File: src/rtl/ac_ptr_ram_gen.sv
module ac_ptr_ram_gen #(
  parameter int RAM_AW = 21
) (
  input  logic              clk,
  input  logic              rst,
  input  logic [7:0]        cpu_bank,
  input  logic [12:0]       cpu_addr,
  input  logic              cpu_rd,
  input  logic              cpu_wr,
  input  logic [7:0]        cpu_wdata,
  input  logic [7:0]        pass_rdata,
  output logic [7:0]        cpu_rdata,
  output logic [RAM_AW-1:0] ram_addr,
  output logic [7:0]        ram_wdata,
  output logic              ram_we,
  input  logic [7:0]        ram_rdata
);
  localparam int NP = 4;

  logic [23:0] base_q [NP];
  logic [15:0] ofs_q  [NP];
  logic [15:0] inc_q  [NP];
  logic [6:0]  ctl_q  [NP];

  wire reg_page = cpu_bank == 8'hFF;
  wire port_win = reg_page && cpu_addr[12:6] == 7'h68;
  wire id_hit   = reg_page && cpu_addr[12:1] == 12'hD7F;
  wire bank_win = cpu_bank[7:2] == 6'b010000;
  wire [1:0] sp = bank_win ? cpu_bank[1:0] : cpu_addr[5:4];
  wire [3:0] ri = cpu_addr[3:0];
  wire data_hit = bank_win || (port_win && ri <= 4'h1);
  wire acc      = data_hit && (cpu_rd || cpu_wr);
  wire reg_wr   = port_win && cpu_wr && !data_hit;

  wire [23:0] s_base = base_q[sp];
  wire [15:0] s_ofs  = ofs_q[sp];
  wire [15:0] s_inc  = inc_q[sp];
  wire [6:0]  s_ctl  = ctl_q[sp];
  wire [1:0]  trig   = s_ctl[6:5];

  wire [RAM_AW-1:0] ext_a = s_ctl[3] ? RAM_AW'(24'hFF0000) : '0;
  wire [RAM_AW-1:0] add_a = s_ctl[1] ? RAM_AW'(s_ofs) + ext_a : '0;
  assign ram_addr  = s_base[RAM_AW-1:0] + add_a;
  assign ram_we    = data_hit && cpu_wr;
  assign ram_wdata = cpu_wdata;

  wire [15:0] ofs_w = (ri == 4'h5) ? {s_ofs[15:8], cpu_wdata} :
                      (ri == 4'h6) ? {cpu_wdata, s_ofs[7:0]} : s_ofs;
  wire [23:0] fold_base = s_base + {8'd0, ofs_w} + (s_ctl[3] ? 24'hFF0000 : 24'd0);

  always_ff @(posedge clk) begin
    if (rst) begin
      for (int i = 0; i < NP; i++) begin
        base_q[i] <= '0;
        ofs_q[i]  <= '0;
        inc_q[i]  <= '0;
        ctl_q[i]  <= '0;
      end
    end else begin
      if (acc && s_ctl[0]) begin
        if (s_ctl[4]) base_q[sp] <= s_base + {8'd0, s_inc};
        else          ofs_q[sp]  <= s_ofs + s_inc;
      end
      if (reg_wr) begin
        case (ri)
          4'h2: base_q[sp][7:0]   <= cpu_wdata;
          4'h3: base_q[sp][15:8]  <= cpu_wdata;
          4'h4: base_q[sp][23:16] <= cpu_wdata;
          4'h5: begin
            ofs_q[sp] <= ofs_w;
            if (trig == 2'd1) base_q[sp] <= fold_base;
          end
          4'h6: begin
            ofs_q[sp] <= ofs_w;
            if (trig == 2'd2) base_q[sp] <= fold_base;
          end
          4'h7: inc_q[sp][7:0]  <= cpu_wdata;
          4'h8: inc_q[sp][15:8] <= cpu_wdata;
          4'h9: ctl_q[sp]       <= cpu_wdata[6:0];
          4'hA: if (trig == 2'd3) base_q[sp] <= fold_base;
          default: ;
        endcase
      end
    end
  end

  always_comb begin
    cpu_rdata = pass_rdata;
    if (data_hit) cpu_rdata = ram_rdata;
    else if (port_win) begin
      case (ri)
        4'h2: cpu_rdata = s_base[7:0];
        4'h3: cpu_rdata = s_base[15:8];
        4'h4: cpu_rdata = s_base[23:16];
        4'h5: cpu_rdata = s_ofs[7:0];
        4'h6: cpu_rdata = s_ofs[15:8];
        4'h7: cpu_rdata = s_inc[7:0];
        4'h8: cpu_rdata = s_inc[15:8];
        4'h9: cpu_rdata = {1'b0, s_ctl};
        4'hA: cpu_rdata = 8'h00;
        default: cpu_rdata = 8'hFF;
      endcase
    end else if (id_hit) cpu_rdata = cpu_addr[0] ? 8'h51 : 8'h10;
  end

  for (genvar p = 0; p < NP; p++) begin : g_chk
    wire sel = sp == 2'(p);

    a_r1_reset_clear: assert property (@(posedge clk)
      rst |=> (base_q[p] == '0 && ofs_q[p] == '0 && inc_q[p] == '0 && ctl_q[p] == '0));

    a_r3_base_step: assert property (@(posedge clk) disable iff (rst)
      (acc && sel && ctl_q[p][0] && ctl_q[p][4]) |=>
        base_q[p] == $past(base_q[p] + {8'd0, inc_q[p]}));

    a_r4_ofs_step: assert property (@(posedge clk) disable iff (rst)
      (acc && sel && ctl_q[p][0] && !ctl_q[p][4]) |=>
        (ofs_q[p] == $past(ofs_q[p] + inc_q[p]) && $stable(base_q[p])));

    a_r6_strobe_fold: assert property (@(posedge clk) disable iff (rst)
      (reg_wr && sel && ri == 4'hA && ctl_q[p][6:5] == 2'd3) |=>
        base_q[p] == $past(base_q[p] + {8'd0, ofs_q[p]} +
                           (ctl_q[p][3] ? 24'hFF0000 : 24'd0)));

    a_r11_idle_hold: assert property (@(posedge clk) disable iff (rst)
      !(acc || reg_wr) |=>
        ($stable(base_q[p]) && $stable(ofs_q[p]) && $stable(inc_q[p]) && $stable(ctl_q[p])));
  end
endmodule

File: config.mk
export PLATFORM = sky130hd
export DESIGN_NAME = ac_ptr_ram_gen
export DESIGN_NICKNAME = d
export VERILOG_FILES = /design/src/rtl/ac_ptr_ram_gen.sv
export SDC_FILE = /design/constraint.sdc
export NUM_CORES = 1
export LEC_CHECK = 0
export BUFFER_PORTS_ARGS = -buffer_cell sky130_fd_sc_hd__clkbuf_2
export CELL_PAD_IN_SITES_DETAIL_PLACEMENT = 1
export CELL_PAD_IN_SITES_GLOBAL_PLACEMENT = 1
export CORE_UTILIZATION = 44
export CTS_BUF_LIST = sky130_fd_sc_hd__clkbuf_16
export DETAILED_ROUTE_END_ITERATION = 16
export GPL_ROUTABILITY_DRIVEN = 1
export MAX_ROUTING_LAYER = met4
export PLACE_DENSITY_LB_ADDON = 0.1
export SYNTH_ARGS = -nofsm -noshare
export SYNTH_HDL_FRONTEND = slang
export SYNTH_SLANG_ARGS = --single-unit
File: constraint.sdc
create_clock -name clk -period 6.4 [get_ports clk]
set_input_delay 1.28 -clock clk [delete_from_list [all_inputs] [get_ports clk]]
set_output_delay 1.28 -clock clk [all_outputs]
set_load 0.01 [all_outputs]
==> results.ini <==
[drt]
route.vias.total = 16300
wirelength_mm = 71.2
dr.first_iter.drc_count = 1271
drt_first_pass_iters = 5
detail_route.vias_per_cell = 6.04
ant_nets = 0
drc = 0
drt-wirelength-per-cell_um = 26.3

[sta]
worst_slack_ns = -0.0545
slew_viol_final = 0
maxClockFrequency_mhz = 155
final.setup_skew_ns = 0.00953
timing.max_slew.rel_slack_pct = 27.5
number_of_hold_violations_in_the_final_report = 0
post-route-period-util_pct = 101
unrepaired_setup_endpoints_after_global_routing = true
shortest_clock_period_the_worst_path_allows_after_layout_ns = 6.45
finalSetupViolations = 2
worst_slew_pin_slew_ns = 1.08

[run]
timing.max_cap.violations = 0

[placement]
dp_hpwl_mm = 54.0
gp_routability_congestion = 1.05
numPortBuffers = 86
place_worst_setup_slack_ns = -0.489

[yosys]
unique_cell_type_count_in_the_yosys_netlist = 84
syn_area_um2 = 17000
synth_enable_flop_cells = 252
post_synth_main_area_contributors = sky130_fd_sc_hd__edfxtp_1 44%, sky130_fd_sc_hd__nand2_1 6.4%, sky130_fd_sc_hd__ha_1 5.4%
synth.avg_cell_area_um2 = 9.23
seq_area_frac_synth_pct = 44.4
postSynthRegisterBits = 252
synth_top_cell_by_area = sky130_fd_sc_hd__edfxtp_1
syn-instance-count = 1847
yosys_warnings = 0
nets_in_the_synthesized_netlist = 1974
ys_dominant_reg_cell = sky130_fd_sc_hd__edfxtp_1
synth_largest_type_area_fraction_pct = 44.4
asyncSetResetFlopFracSynth_pct = 0

[floorplanning]
rows = 71
design.portCount = 87
die_h_um = 199
core-area_um2 = 37800
die-area_um2 = 39500
die_width_um = 199
start_util_pct = 45.0

[power]
powerDensity_nw_per_um2 = 240
design_power_total_uw = 5140
vdd_drop_max_uv = 222
power_leakage_uw = 0.00900

[clock_tree]
number_of_buffers_created_by_cts = 28
cts.hold.buffers_added = 0
cts_tree = built
cts.path.max_buffers = 3
worstSkewPairLatency_ns = 0.58
clkTransAtPathRegs_ns = 0.06
clock_sink_count = 252
clock-root-buffer = sky130_fd_sc_hd__clkbuf_16
h_tree_levels = 1

[setup_path]
crit_required_ns = 5.12
critPathMaxFanout = 10
timing_worst_setup_path_type = in2out
worst_ep_arrival_time_ns = 5.17
worstSetupStartpointType = input port
timing.critical_path.to_type = output pin

[global_route]
grtUsageTotal_pct = 37.1
grt_pass1_wl_mm = 103
grt_max_degree = 34
antenna_found_initial = 0
vias_in_the_first_global_route = 16300
global_route.overflow_total = 0

[run_status]
violations = setup timing
run_status = finished with violations

[min_path]
hold_path.class = reg2reg

[finish]
final_nets = 2300
layout-area-overhead-vs-synth_pct = 26.0
drive_gt1_share_pct = 25.2
layout_common_cells = 292 x sky130_fd_sc_hd__buf_4, 284 x sky130_fd_sc_hd__nand2_1, 252 x sky130_fd_sc_hd__edfxtp_1, 209 x sky130_fd_sc_hd__nor2_1, 89 x sky130_fd_sc_hd__o21ai_0
mostFrequentLayoutCell = sky130_fd_sc_hd__buf_4
ant_cells = 0

-- per-layer routing --
layer  GRT usage, %  share of wire, %  up-vias  routed length, µm
li1               -                 -     7384                  -
met1           48.3                43     8242              30400
met2           60.9                48      598              34000
met3           3.83               5.9      123               4220
met4           11.5               3.7        0               2600
met5              -                 0        -                  0
-- cells by family after synthesis --
logic type / Yosys count / synth area share, %
AOI/OAI and AO/OA: 418 / 16.5
xor gates and xnor gates: 59 / 3.03
adders and majority gates: 78 / 5.90
buffers and inverters: 171 / 4.13
DFF: 252 / 44.4
muxes: 31 / 2.78
and+or+nand+nor: 838 / 23.3
-- metrics by stage --
stage	utilization (%)	setup TNS, ns	instance area (µm²)	cells	hold slack [ns]
after floorplan	-	0	17100	1847	0.907
after global placement	52.4	-6.31	19800	2619	1.18
after detailed placement	52.4	-8.17	19800	2619	1.20
after CTS	55.4	-0.139	21000	2686	1.21
after global routing	56.7	-0.455	21500	2705	1.30
final	56.7	-0.0550	21500	2705	1.24
-- path summary, 6_finish.rpt --
path            startpoint       endpoint  slack, ns  cells after the start
max reg2reg    ofs_q[1][9]  base_q[1][16]       1.63                     16
min          base_q[3][21]  base_q[3][21]       1.24                      5
min reg2reg  base_q[3][21]  base_q[3][21]       1.24                      5
max            cpu_bank[2]   ram_addr[20]      -0.05                     20
-- flip-flops by register name, summed over array words and instances, names as in the netlist --
name	count
ofs_q	64
ctl_q	28
inc_q	64
base_q	96
-- critical path: stages --
cell and delay, ns:
sky130_fd_sc_hd__buf_8 0.10, sky130_fd_sc_hd__or4b_4 0.58, sky130_fd_sc_hd__o21ai_2 0.16, sky130_fd_sc_hd__buf_4 0.14, sky130_fd_sc_hd__and2_4 0.22, sky130_fd_sc_hd__buf_6 0.13, sky130_fd_sc_hd__buf_12 0.14, sky130_fd_sc_hd__a211oi_4 0.04
sky130_fd_sc_hd__a31oi_2 0.22, sky130_fd_sc_hd__ha_1 0.30, sky130_fd_sc_hd__nor2b_4 0.15, sky130_fd_sc_hd__o2111ai_4 0.22, sky130_fd_sc_hd__a31oi_4 0.14, sky130_fd_sc_hd__a211oi_4 0.32, sky130_fd_sc_hd__a31oi_2 0.15, sky130_fd_sc_hd__nand4_1 0.09
sky130_fd_sc_hd__nand4b_1 0.16, sky130_fd_sc_hd__o31ai_2 0.27, sky130_fd_sc_hd__xnor2_1 0.16, sky130_fd_sc_hd__buf_2 0.17
-- cell type report --
type | count | area [µm²]
multi-input combinational | 1425 | 9200
timing repair buffer | 398 | 2940
inverter | 68 | 255
tap | 511 | 639
clock inverter | 23 | 159
fill | 4385 | 16400
sequential | 252 | 7570
clock buffer | 28 | 701
-- synth_stat cells, types with 6 or more instances --
library cell                number
sky130_fd_sc_hd__nor2b_1        27
sky130_fd_sc_hd__and2_1         67
sky130_fd_sc_hd__nand3b_1        6
sky130_fd_sc_hd__and3_1         64
sky130_fd_sc_hd__o21bai_1        8
sky130_fd_sc_hd__a22o_1         15
sky130_fd_sc_hd__or2_2           6
sky130_fd_sc_hd__nand4_1         9
sky130_fd_sc_hd__o211ai_1        8
sky130_fd_sc_hd__inv_1          68
sky130_fd_sc_hd__nor3_1         33
sky130_fd_sc_hd__xor2_1         19
sky130_fd_sc_hd__mux2i_1        17
sky130_fd_sc_hd__nand2_1       291
sky130_fd_sc_hd__buf_2          10
sky130_fd_sc_hd__xnor2_1        40
sky130_fd_sc_hd__buf_1          12
sky130_fd_sc_hd__edfxtp_1      252
sky130_fd_sc_hd__o2111ai_1       6
sky130_fd_sc_hd__a31o_2          7
sky130_fd_sc_hd__a211oi_1       40
sky130_fd_sc_hd__a21oi_1        66
sky130_fd_sc_hd__ha_1           74
sky130_fd_sc_hd__nand3_1        45
sky130_fd_sc_hd__o21a_1         16
sky130_fd_sc_hd__clkbuf_1       70
sky130_fd_sc_hd__buf_4           9
sky130_fd_sc_hd__a21o_1         26
sky130_fd_sc_hd__nand2b_1       16
sky130_fd_sc_hd__o31ai_1        12
sky130_fd_sc_hd__nor2_2          9
sky130_fd_sc_hd__mux4_2         12
sky130_fd_sc_hd__nor4_1          7
sky130_fd_sc_hd__or3_1          21
sky130_fd_sc_hd__a22oi_1        16
sky130_fd_sc_hd__a31oi_1        49
sky130_fd_sc_hd__nor2_1        217
sky130_fd_sc_hd__o21ai_0        94
-- what timing repair did --
item	4_1_cts	5_1_grt
endpoints found under the hold margin	0	0
setup endpoints to repair	11	26
gates cloned	1	0
pin swaps	21	36
gates resized for setup	37	88
setup buffers	15	21
-- report_power, final --
| group | total, µW | leakage, µW | switching (µW) | internal (µW) |
|---|---|---|---|---|
| registers | 1900 | 0.00252 | 26.4 | 1880 |
| clock network | 1530 | 0.000440 | 688 | 838 |
| logic | 1710 | 0.00604 | 999 | 713 |
| total | 5140 | 0.00900 | 1710 | 3430 |
Note: power is estimated with default switching activity, not from simulation.
